## src/rtl/flash_status_gen.sv

```systemverilog
`timescale 1ns/100ps
module flash_status_gen #(
  parameter int DATA_W = 16,
  parameter int NSECT  = 8,
  localparam int SECT_W = (NSECT > 1) ? $clog2(NSECT) : 1
) (
  input  logic              clk,
  input  logic              rst_n,
  input  logic [2:0]        op_mode,
  input  logic [NSECT-1:0]  erase_sel,
  input  logic [SECT_W-1:0] rd_sect,
  input  logic              rd_stb,
  input  logic [DATA_W-1:0] array_q,
  input  logic              pulse_limit,
  output logic [DATA_W-1:0] rd_data
);
  localparam logic [2:0] M_PROG = 3'd1, M_ERASE = 3'd2, M_SUSP = 3'd3, M_PSUSP = 3'd4;

  logic tog6, tog2, fail;
  logic idle, sel, hit6, hit2, show_array;
  logic [DATA_W-1:0] status_w;

  assign idle = (op_mode == 3'd0) || (op_mode > M_PSUSP);
  assign sel  = erase_sel[rd_sect];
  assign hit6 = rd_stb && (op_mode == M_PROG || op_mode == M_ERASE || op_mode == M_PSUSP);
  assign hit2 = rd_stb && sel && (op_mode == M_ERASE || op_mode == M_SUSP);
  assign show_array = idle || (op_mode == M_SUSP && !sel);

  always_comb begin
    status_w    = '0;
    status_w[6] = tog6 ^ hit6;
    status_w[5] = fail;
    status_w[2] = (op_mode == M_PSUSP) ? 1'b0 : (tog2 ^ hit2);
  end

  always_ff @(posedge clk or negedge rst_n) begin
    if (!rst_n) begin
      tog6 <= 1'b0; tog2 <= 1'b0; fail <= 1'b0; rd_data <= '0;
    end else begin
      if (idle) begin
        tog6 <= 1'b0; tog2 <= 1'b0; fail <= 1'b0;
      end else begin
        tog6 <= tog6 ^ hit6;
        tog2 <= tog2 ^ hit2;
        if (pulse_limit && op_mode != M_SUSP) fail <= 1'b1;
      end
      if (rd_stb) rd_data <= show_array ? array_q : status_w;
    end
  end


  idle_array_chk: assert property (@(posedge clk) disable iff (!rst_n)
    (rd_stb && idle) |=> (rd_data == $past(array_q)) && !tog6 && !tog2 && !fail);

  prog_toggle_chk: assert property (@(posedge clk) disable iff (!rst_n)
    (rd_stb && op_mode == M_PROG) |=> (tog6 != $past(tog6)) && (tog2 == $past(tog2)));

  susp_sel_chk: assert property (@(posedge clk) disable iff (!rst_n)
    (rd_stb && op_mode == M_SUSP && sel) |=> (tog6 == $past(tog6)) && (tog2 != $past(tog2)));

  susp_array_chk: assert property (@(posedge clk) disable iff (!rst_n)
    (rd_stb && op_mode == M_SUSP && !sel) |=> (rd_data == $past(array_q)) && $stable(tog6) && $stable(tog2));

  fail_hold_chk: assert property (@(posedge clk) disable iff (!rst_n)
    (fail && !idle) |=> fail);

  no_strobe_chk: assert property (@(posedge clk) disable iff (!rst_n)
    (!rd_stb && !idle) |=> $stable(tog6) && $stable(tog2) && $stable(rd_data));
endmodule

```

## config.mk

```make
export PLATFORM = sky130hd
export DESIGN_NAME = flash_status_gen
export DESIGN_NICKNAME = d
export VERILOG_FILES = /design/src/rtl/flash_status_gen.sv
export SDC_FILE = /design/constraint.sdc
export NUM_CORES = 1
export LEC_CHECK = 0
export BUFFER_PORTS_ARGS = -buffer_cell sky130_fd_sc_hd__buf_2
export CORE_ASPECT_RATIO = 1.25
export CORE_MARGIN = 2
export CORE_UTILIZATION = 39
export CTS_CLUSTER_DIAMETER = 50
export DETAILED_ROUTE_END_ITERATION = 8
export GPL_TIMING_DRIVEN = 0
export HOLD_SLACK_MARGIN = 0.03
export PLACE_DENSITY = 0.73
export SYNTH_ARGS = -nofsm -noshare
export SYNTH_HDL_FRONTEND = slang
export SYNTH_SLANG_ARGS = --single-unit
```

## constraint.sdc

```tcl
create_clock -name clk -period 1.1 [get_ports clk]
set_clock_uncertainty 0.15 [all_clocks]
set_input_delay 0.055 -clock clk [delete_from_list [all_inputs] [get_ports clk]]
set_output_delay 0.055 -clock clk [all_outputs]
set_load 0.01 [all_outputs]
```

==> results of run 1 <==
[Yosys cell counts]
master / n / area, um^2
sky130_fd_sc_hd__o21ba_4: 1 / 16.27
sky130_fd_sc_hd__o211ai_1: 2 / 15.01
sky130_fd_sc_hd__xnor2_1: 1 / 8.760
sky130_fd_sc_hd__buf_6: 1 / 11.26
sky130_fd_sc_hd__dfrtp_1: 19 / 475.5
sky130_fd_sc_hd__o21ai_0: 2 / 10.01
sky130_fd_sc_hd__nor2b_1: 2 / 12.51
sky130_fd_sc_hd__o21a_1: 1 / 7.510
sky130_fd_sc_hd__o21bai_1: 1 / 7.510
sky130_fd_sc_hd__mux2_2: 2 / 22.52
sky130_fd_sc_hd__clkbuf_1: 3 / 11.26
sky130_fd_sc_hd__nor2_4: 1 / 11.26
sky130_fd_sc_hd__o2bb2ai_1: 13 / 113.9
sky130_fd_sc_hd__mux2i_1: 2 / 20.02
sky130_fd_sc_hd__o2111ai_1: 1 / 8.760
sky130_fd_sc_hd__a21oi_1: 1 / 5.000
sky130_fd_sc_hd__clkinv_1: 1 / 3.750
sky130_fd_sc_hd__o22ai_4: 1 / 20.02
sky130_fd_sc_hd__ha_1: 1 / 12.51
sky130_fd_sc_hd__nand2_1: 20 / 75.07
sky130_fd_sc_hd__inv_1: 1 / 3.750
sky130_fd_sc_hd__a31oi_1: 1 / 6.260
sky130_fd_sc_hd__nor2_1: 7 / 26.28
sky130_fd_sc_hd__o31a_1: 1 / 8.760
sky130_fd_sc_hd__xor2_1: 1 / 8.760
sky130_fd_sc_hd__o311ai_0: 1 / 8.760
sky130_fd_sc_hd__nor4_1: 1 / 6.260
sky130_fd_sc_hd__nand3_1: 1 / 5.000
sky130_fd_sc_hd__nand2b_1: 1 / 6.260
sky130_fd_sc_hd__a22o_1: 1 / 8.760
[tightest hold or removal path: stages]
cell,delay [ps]
sky130_fd_sc_hd__buf_2,120
sky130_fd_sc_hd__nand2_1,90
sky130_fd_sc_hd__a21oi_1,80
sky130_fd_sc_hd__nor2_1,80
[sequential cells by signal, summed over array words and instances, names as in the netlist]
signal	cells
fail	1
tog6	1
rd_data	16
tog2	1
[routing by layer]
layer	vias to the layer above	track usage	routed length (um)
met5	-	0	0
met4	0	0.07755	62
met3	7	0.04798	162
met2	44	0.3750	1549
met1	494	0.2492	1152
li1	483	-	-
[area by class of cell]
cell class	instances	share of cell area
clock inverter	1	0.003070
multi-input combinational	67	0.3500
sequential	19	0.2916
inverter	2	0.005372
timing repair buffer	71	0.2955
clock buffer	3	0.01381
buffer	4	0.01535
tap	33	0.02533
[through the flow]
stage / total power [mW] / util
floorplan: 1.040 / -
global placement: 1.211 / 0.5263
detailed placement: 1.230 / 0.5263
CTS: 1.685 / 0.6584
global route: 1.835 / 0.6858
finish: 1.732 / 0.6858
[logic make-up (layout without fill, tap and decap cells)]
group / after synthesis / count (layout) / share of synthesized area
buf+inv: 6 / 81 / 0.03136
xor+xnor: 2 / 2 / 0.01830
simple gates: 33 / 33 / 0.1490
mux: 4 / 4 / 0.04444
fa+ha+maj: 1 / 1 / 0.01307
flops: 19 / 19 / 0.4967
compound gates: 27 / 27 / 0.2471
[power breakdown]
part / total [mW] / switching (mW) / internal [mW]
registers: 0.829 / 0.0544 / 0.774
clock network: 0.350 / 0.214 / 0.136
logic: 0.553 / 0.266 / 0.288
total: 1.73 / 0.534 / 1.20
[final timing paths]
| kind | startpoint | to | slack [ps] | cells past startpoint |
|---|---|---|---|---|
| max | rd_sect[0] | rd_data[15] | -80 | 7 |
| min | op_mode[0] | fail | 10 | 4 |
| max reg2reg | tog2 | rd_data[2] | -50 | 3 |
| min reg2reg | rd_data[1] | rd_data[1] | 350 | 1 |
| max in group asynchronous | rst_n | rd_data[12] | 420 | 2 |
| min in group asynchronous | rst_n | rd_data[5] | 80 | 2 |
[what timing repair did]
| item | 4_1_cts | 5_1_grt |
|---|---|---|
| pin swaps | 15 | 5 |
| setup endpoints to repair | 13 | 17 |
| buffers inserted | 0 | 3 |
| hold buffers | 18 | 0 |
| gates cloned | 1 | 0 |
| gates resized for setup | 22 | 9 |
| hold endpoints to repair | 36 | 0 |
==> impl_results.md, run 1 <==
* Portion of the clock cycle consumed by the worst path in the final layout at 1.072
* Worst-skew pair later-pin latency at 300 ps
* Slowest stage cell, crit path: sky130_fd_sc_hd__a22o_1
* Number of ports placed on the die boundary at 50
* Synth warnings at 0
* Post-synth net total at 127
* Setup TNS at -830.0 ps
* Final routed wirelength across all metal layers at 2926 um
* Min Clock Period, post-route at 1179 ps
* Final GP Congestion at 0.7738
* First-pass GRT wire length at 4692 um
* Power density over the cells at 1062 nW/um^2
* Leakage power summed over all cells at 0.7766 nW
* Cell area after layout at 1630 um^2
* Worst-case vdd ir drop at 0.0007587 V
* Number of max-slew violations in the final report at 0
* Largest net degree at the start of global routing at 20
* Total overflow reported by the global router at 0
* Routed WL per cell at 14.63 um
* GRT Resource Usage Total at 0.2096
* Share of cells above drive strength 1 at 0.5030
* Register clock-pin slew on the reported worst setup and hold paths at 100 ps
* Number of H-tree levels at 1
* Worst endpoint data arrival time at 1220 ps
* Cell chosen for the clock root: sky130_fd_sc_hd__clkbuf_4
* Area of the multi-input gates at 570.5 um^2
* Final setup vio count at 14
* Cell Count, Final, Fillers Out at 200
* Type of element launching the critical path: primary input
* Yosys reg bits at 19
* Total area of sequential cells at 475.5 um^2
* Initial antenna violation count at 0
* Required time of the critical path at 1140 ps
* Post-DRT Antenna Nets at 0
* Cell area after placement at 1251 um^2
* Number of inserted filler cells in the final layout at 187
* Area overhead of the layout relative to synthesis at 70.33%
* CTS sink cnt at 19
* Starting Density at 0.4026
* Setup repair after global routing missed its margin: true
* Worst hold-check slack at 14.51 ps
* Total inserted antenna cells at 0
* Classification of the worst-slack hold path: in -> reg
* DIE HEIGHT at 59.39 um
* Fin worst setup slack at -79.25 ps
* Post-synth cell types at 30
* Most frequent standard cell in the layout excluding fill and tap cells: sky130_fd_sc_hd__buf_2
* Critical path cell sequence: buf_8 -> mux2i_1 -> a22o_1 -> o21ba_4 -> nor2_4 -> buf_6 -> o2bb2ai_2
* Number of DRC markers after the initial detailed-route iteration at 7
* Total vias in the final route at 1028
* Summed instance area of the synthesized netlist at 957.2 um^2
* Remaining DRCs at 0
* # nets final at 203
* Average instance area after synthesis at 10.40 um^2
* Achievable Freq at 848.0 MHz
* Via count normalized by instance count at 5.140
* Slowest Stage Delay on Critical Path at 290 ps
* Type of element capturing the critical path: register
* Total count of hold-check failures in the final report at 0
* Crit path max-delay family: compound AO/OA/AOI/OAI gates
* Number of placed cells counting well taps at 174
* Die outline area at 2869 um^2
* Pre-CTS setup slack at -521.5 ps
* Max-cap violations at 0
* Placeable Area at 2377 um^2
* Failing checks: setup timing
* CTS Buf Count at 3
* Buffering stage count on the worst path with inverters included at 2
* Run status: complete, but fails checks
* WS Path Type: in -> reg
* Register area share after synthesis at 0.4967
* Clock tree from TritonCTS: built
* Most used cells in the layout excluding fill and tap cells: sky130_fd_sc_hd__buf_2 (46), sky130_fd_sc_hd__nand2_1 (20), sky130_fd_sc_hd__dfrtp_1 (19)
* Number of global-route vias before repair at 1030
* Largest fanout on the critical path at 6
* Number of buffer cells added on primary ports at 49
* Largest buffer count on any clock path at 2
* Pin slew with the least headroom to its limit at 418.3 ps
* Max transition margin at 0.7211
* Row count at 20
* HPWL reported at the end of detailed placement at 1859 um
* Number of standard cells after synthesis at 92
* TritonRoute pass-1 iters at 4
* Chip width at 48.31 um
(Power assumes the default switching activity.)
==> run 2: changes to the inputs <==
--- a/config.mk
+++ b/config.mk
@@ -8,12 +8,13 @@
 export BUFFER_PORTS_ARGS = -buffer_cell sky130_fd_sc_hd__buf_2
 export CORE_ASPECT_RATIO = 1.25
 export CORE_MARGIN = 2
-export CORE_UTILIZATION = 39
+export CORE_UTILIZATION = 41
+export CTS_BUF_LIST = sky130_fd_sc_hd__clkbuf_4
 export CTS_CLUSTER_DIAMETER = 50
 export DETAILED_ROUTE_END_ITERATION = 8
 export GPL_TIMING_DRIVEN = 0
 export HOLD_SLACK_MARGIN = 0.03
-export PLACE_DENSITY = 0.73
+export PLACE_DENSITY = 0.77
 export SYNTH_ARGS = -nofsm -noshare
 export SYNTH_HDL_FRONTEND = slang
 export SYNTH_SLANG_ARGS = --single-unit
==> impl_results.md, run 2 (same netlist as run 1, synthesis figures left out) <==
* Most flops, register: rd_data (unchanged)
* Combinational power share at 0.325 (was 0.320)
* GR Layer Usage met2 at 0.4344 (was 0.3750)
* Number of ports placed on the die boundary at 50 (unchanged)
* Leakage power summed over all cells at 0.7882 nW (was 0.7766 nW)
* Achievable Freq at 883.8 MHz (was 848.0 MHz)
* Number of global-route vias before repair at 1094 (was 1030)
* Share of cells above drive strength 1 at 0.4970 (was 0.5030)
* Classification of the worst-slack hold path: in -> reg (unchanged)
* Cell Count, Final, Fillers Out at 198 (was 200)
* Routed WL per cell at 15.53 um (was 14.63 um)
* Relative contribution of sequential cells to total power at 0.475 (was 0.479)
* Initial antenna violation count at 0 (unchanged)
* CTS Buf Count at 3 (unchanged)
* Number of buffer cells added on primary ports at 49 (unchanged)
* Pre-CTS setup slack at -510.0 ps (was -521.5 ps)
* Fraction of met1 tracks used by global routing at 0.2531 (was 0.2492)
* Internal power component at 1.201 mW (was 1.198 mW)
* Area overhead of the layout relative to synthesis at 70.59% (was 70.33%)
* Register clock-pin slew on the reported worst setup and hold paths at 100 ps (about the same)
* Placeable Area at 2211 um^2 (was 2377 um^2)
* Critical path cell sequence: buf_8 -> mux2i_1 -> a22o_2 -> o21ba_4 -> nor2_4 -> buf_6 -> o2bb2ai_4 (was buf_8 -> mux2i_1 -> a22o_1 -> o21ba_4 -> nor2_4 -> buf_6 -> o2bb2ai_2)
* Power consumption at 1.748 mW (was 1.732 mW)
* Busiest layer in global routing: met2 (unchanged)
* Buffering stage count on the worst path with inverters included at 2 (unchanged)
* Slowest stage cell, crit path: sky130_fd_sc_hd__a22o_2 (was sky130_fd_sc_hd__a22o_1)
* Worst-case vdd ir drop at 0.0009708 V (was 0.0007587 V)
* Largest net degree at the start of global routing at 20 (unchanged)
* Post-DRT Antenna Nets at 0 (unchanged)
* Post-Route Utilization at 0.7385 (was 0.6858)
* Crit path max-delay family: compound AO/OA/AOI/OAI gates (unchanged)
* Starting Density at 0.4329 (was 0.4026)
* Flip-flop count of the largest register, all copies and words added at 16 (unchanged)
* Final routed wirelength across all metal layers at 3075 um (was 2926 um)
* Clock tree from TritonCTS: built (unchanged)
* Largest fanout on the critical path at 5 (was 6)
* Total inserted antenna cells at 0 (unchanged)
* Remaining DRCs at 0 (unchanged)
* Total vias in the final route at 1043 (was 1028)
* # nets final at 203 (unchanged)
* Cell chosen for the clock root: sky130_fd_sc_hd__clkbuf_4 (unchanged)
* HPWL reported at the end of detailed placement at 1794 um (was 1859 um)
* Final GP Congestion at 0.7524 (was 0.7738)
* Clock share of power at 0.201 (was 0.202)
* Type of element launching the critical path: primary input (unchanged)
* Chip width at 47.22 um (was 48.31 um)
* First-pass GRT wire length at 4698 um (was 4692 um)
* DIE HEIGHT at 58.02 um (was 59.39 um)
* Number of max-slew violations in the final report at 0 (unchanged)
* Total overflow reported by the global router at 0 (unchanged)
* WS Path Type: in -> reg (unchanged)
* Max-cap violations at 0 (unchanged)
* GRT Resource Usage Total at 0.2415 (was 0.2096)
* Switching Share at 0.3130 (was 0.3084)
* GR met3 Demand/Resource at 0.05296 (was 0.04798)
* Max transition margin at 0.7174 (was 0.7211)
* Row count at 19 (was 20)
* Most frequent standard cell in the layout excluding fill and tap cells: sky130_fd_sc_hd__buf_2 (unchanged)
* Final setup vio count at 11 (was 14)
* Fin worst setup slack at -31.42 ps (was -79.25 ps)
* Die outline area at 2739 um^2 (was 2869 um^2)
* Required time of the critical path at 1140 ps (about the same)
* Most used cells in the layout excluding fill and tap cells: sky130_fd_sc_hd__buf_2 (47), sky130_fd_sc_hd__nand2_1 (20), sky130_fd_sc_hd__dfrtp_1 (19) (was sky130_fd_sc_hd__buf_2 (46), sky130_fd_sc_hd__nand2_1 (20), sky130_fd_sc_hd__dfrtp_1 (19))
* Number of DRC markers after the initial detailed-route iteration at 18 (was 7)
* Setup repair after global routing missed its margin: true (unchanged)
* Pin slew with the least headroom to its limit at 423.8 ps (was 418.3 ps)
* Worst-skew pair later-pin latency at 290 ps (was 300 ps)
* Total count of hold-check failures in the final report at 0 (unchanged)
* Slowest Stage Delay on Critical Path at 280 ps (was 290 ps)
* Type of element capturing the critical path: register (unchanged)
* Number of placed cells counting well taps at 172 (was 174)
* Min Clock Period, post-route at 1131 ps (was 1179 ps)
* Net Switching at 0.5470 mW (was 0.5340 mW)
* Failing checks: setup timing (unchanged)
* TritonRoute pass-1 iters at 4 (unchanged)
* Number of H-tree levels at 1 (unchanged)
* Worst endpoint data arrival time at 1170 ps (was 1220 ps)
* Largest buffer count on any clock path at 2 (unchanged)
* CTS sink cnt at 19 (unchanged)
* Via count normalized by instance count at 5.268 (was 5.140)
* Power density over the cells at 1070 nW/um^2 (was 1062 nW/um^2)
* Portion of the clock cycle consumed by the worst path in the final layout at 1.029 (was 1.072)
* Run status: complete, but fails checks (unchanged)
[run 2: worst register-to-register path: cells and delay by family (launching register included)]
family	cells	cell delay [ps]
flops	1	410
compound gates	2	270
simple gates	1	190
[run 2: path summary, 6_finish.rpt]
kind                                     to         from  slack [ps]  depth (start not counted)
worst max-delay path             rd_data[3]   rd_sect[0]         -30                          7
worst min-delay path                   fail   op_mode[0]          20                          4
worst max register to register   rd_data[2]         tog2          10                          3
worst min register to register  rd_data[14]  rd_data[14]         350                          1
max in group asynchronous              tog6        rst_n         420                          2
min in group asynchronous       rd_data[10]        rst_n          80                          2
[run 2: power by group through the flow]
stage / combinational, mW / sequential [mW] / clock [mW]
2_1_floorplan: 0.182 / 0.858 / 0
3_3_place_gp: 0.388 / 0.824 / 0
6_report: 0.567 / 0.829 / 0.351
5_1_grt: 0.614 / 0.836 / 0.383
3_5_place_dp: 0.401 / 0.828 / 0
4_1_cts: 0.520 / 0.826 / 0.343
[run 2: routing by layer]
metal	vias to the layer above	share of wire
li1	482	-
met2	46	0.54
met5	-	0
met1	503	0.36
met3	12	0.062
met4	0	0.034
[run 2: repair_timing]
action / in CTS / in global routing
hold endpoints to repair: 36 / 0
gates cloned: 1 / 0
endpoints found under the setup margin: 14 / 18
hold buffers: 18 / 0
pin swaps: 19 / 5
gates resized for setup: 25 / 6
buffers inserted: 1 / 2
[run 2: cell type report]
type | instances | area, um^2
fill | 154 | 578.1
multi-input combinational | 67 | 576.8
timing repair buffer | 71 | 479.2
sequential | 19 | 475.5
tap | 31 | 38.79
buffer | 4 | 26.28
clock buffer | 3 | 22.52
inverter | 2 | 8.758
clock inverter | 1 | 5.005
[run 2: metrics by stage]
stage	setup TNS [ps]	cell area, um^2	hold slack (ps)
after floorplan	-1656	964.7	-390.6
after global placement	-6386	1249	-142.8
after detailed placement	-7385	1249	-139.8
after CTS	-460.8	1584	34.81
after global routing	-758.7	1633	59.35
final	-187.1	1633	20.90
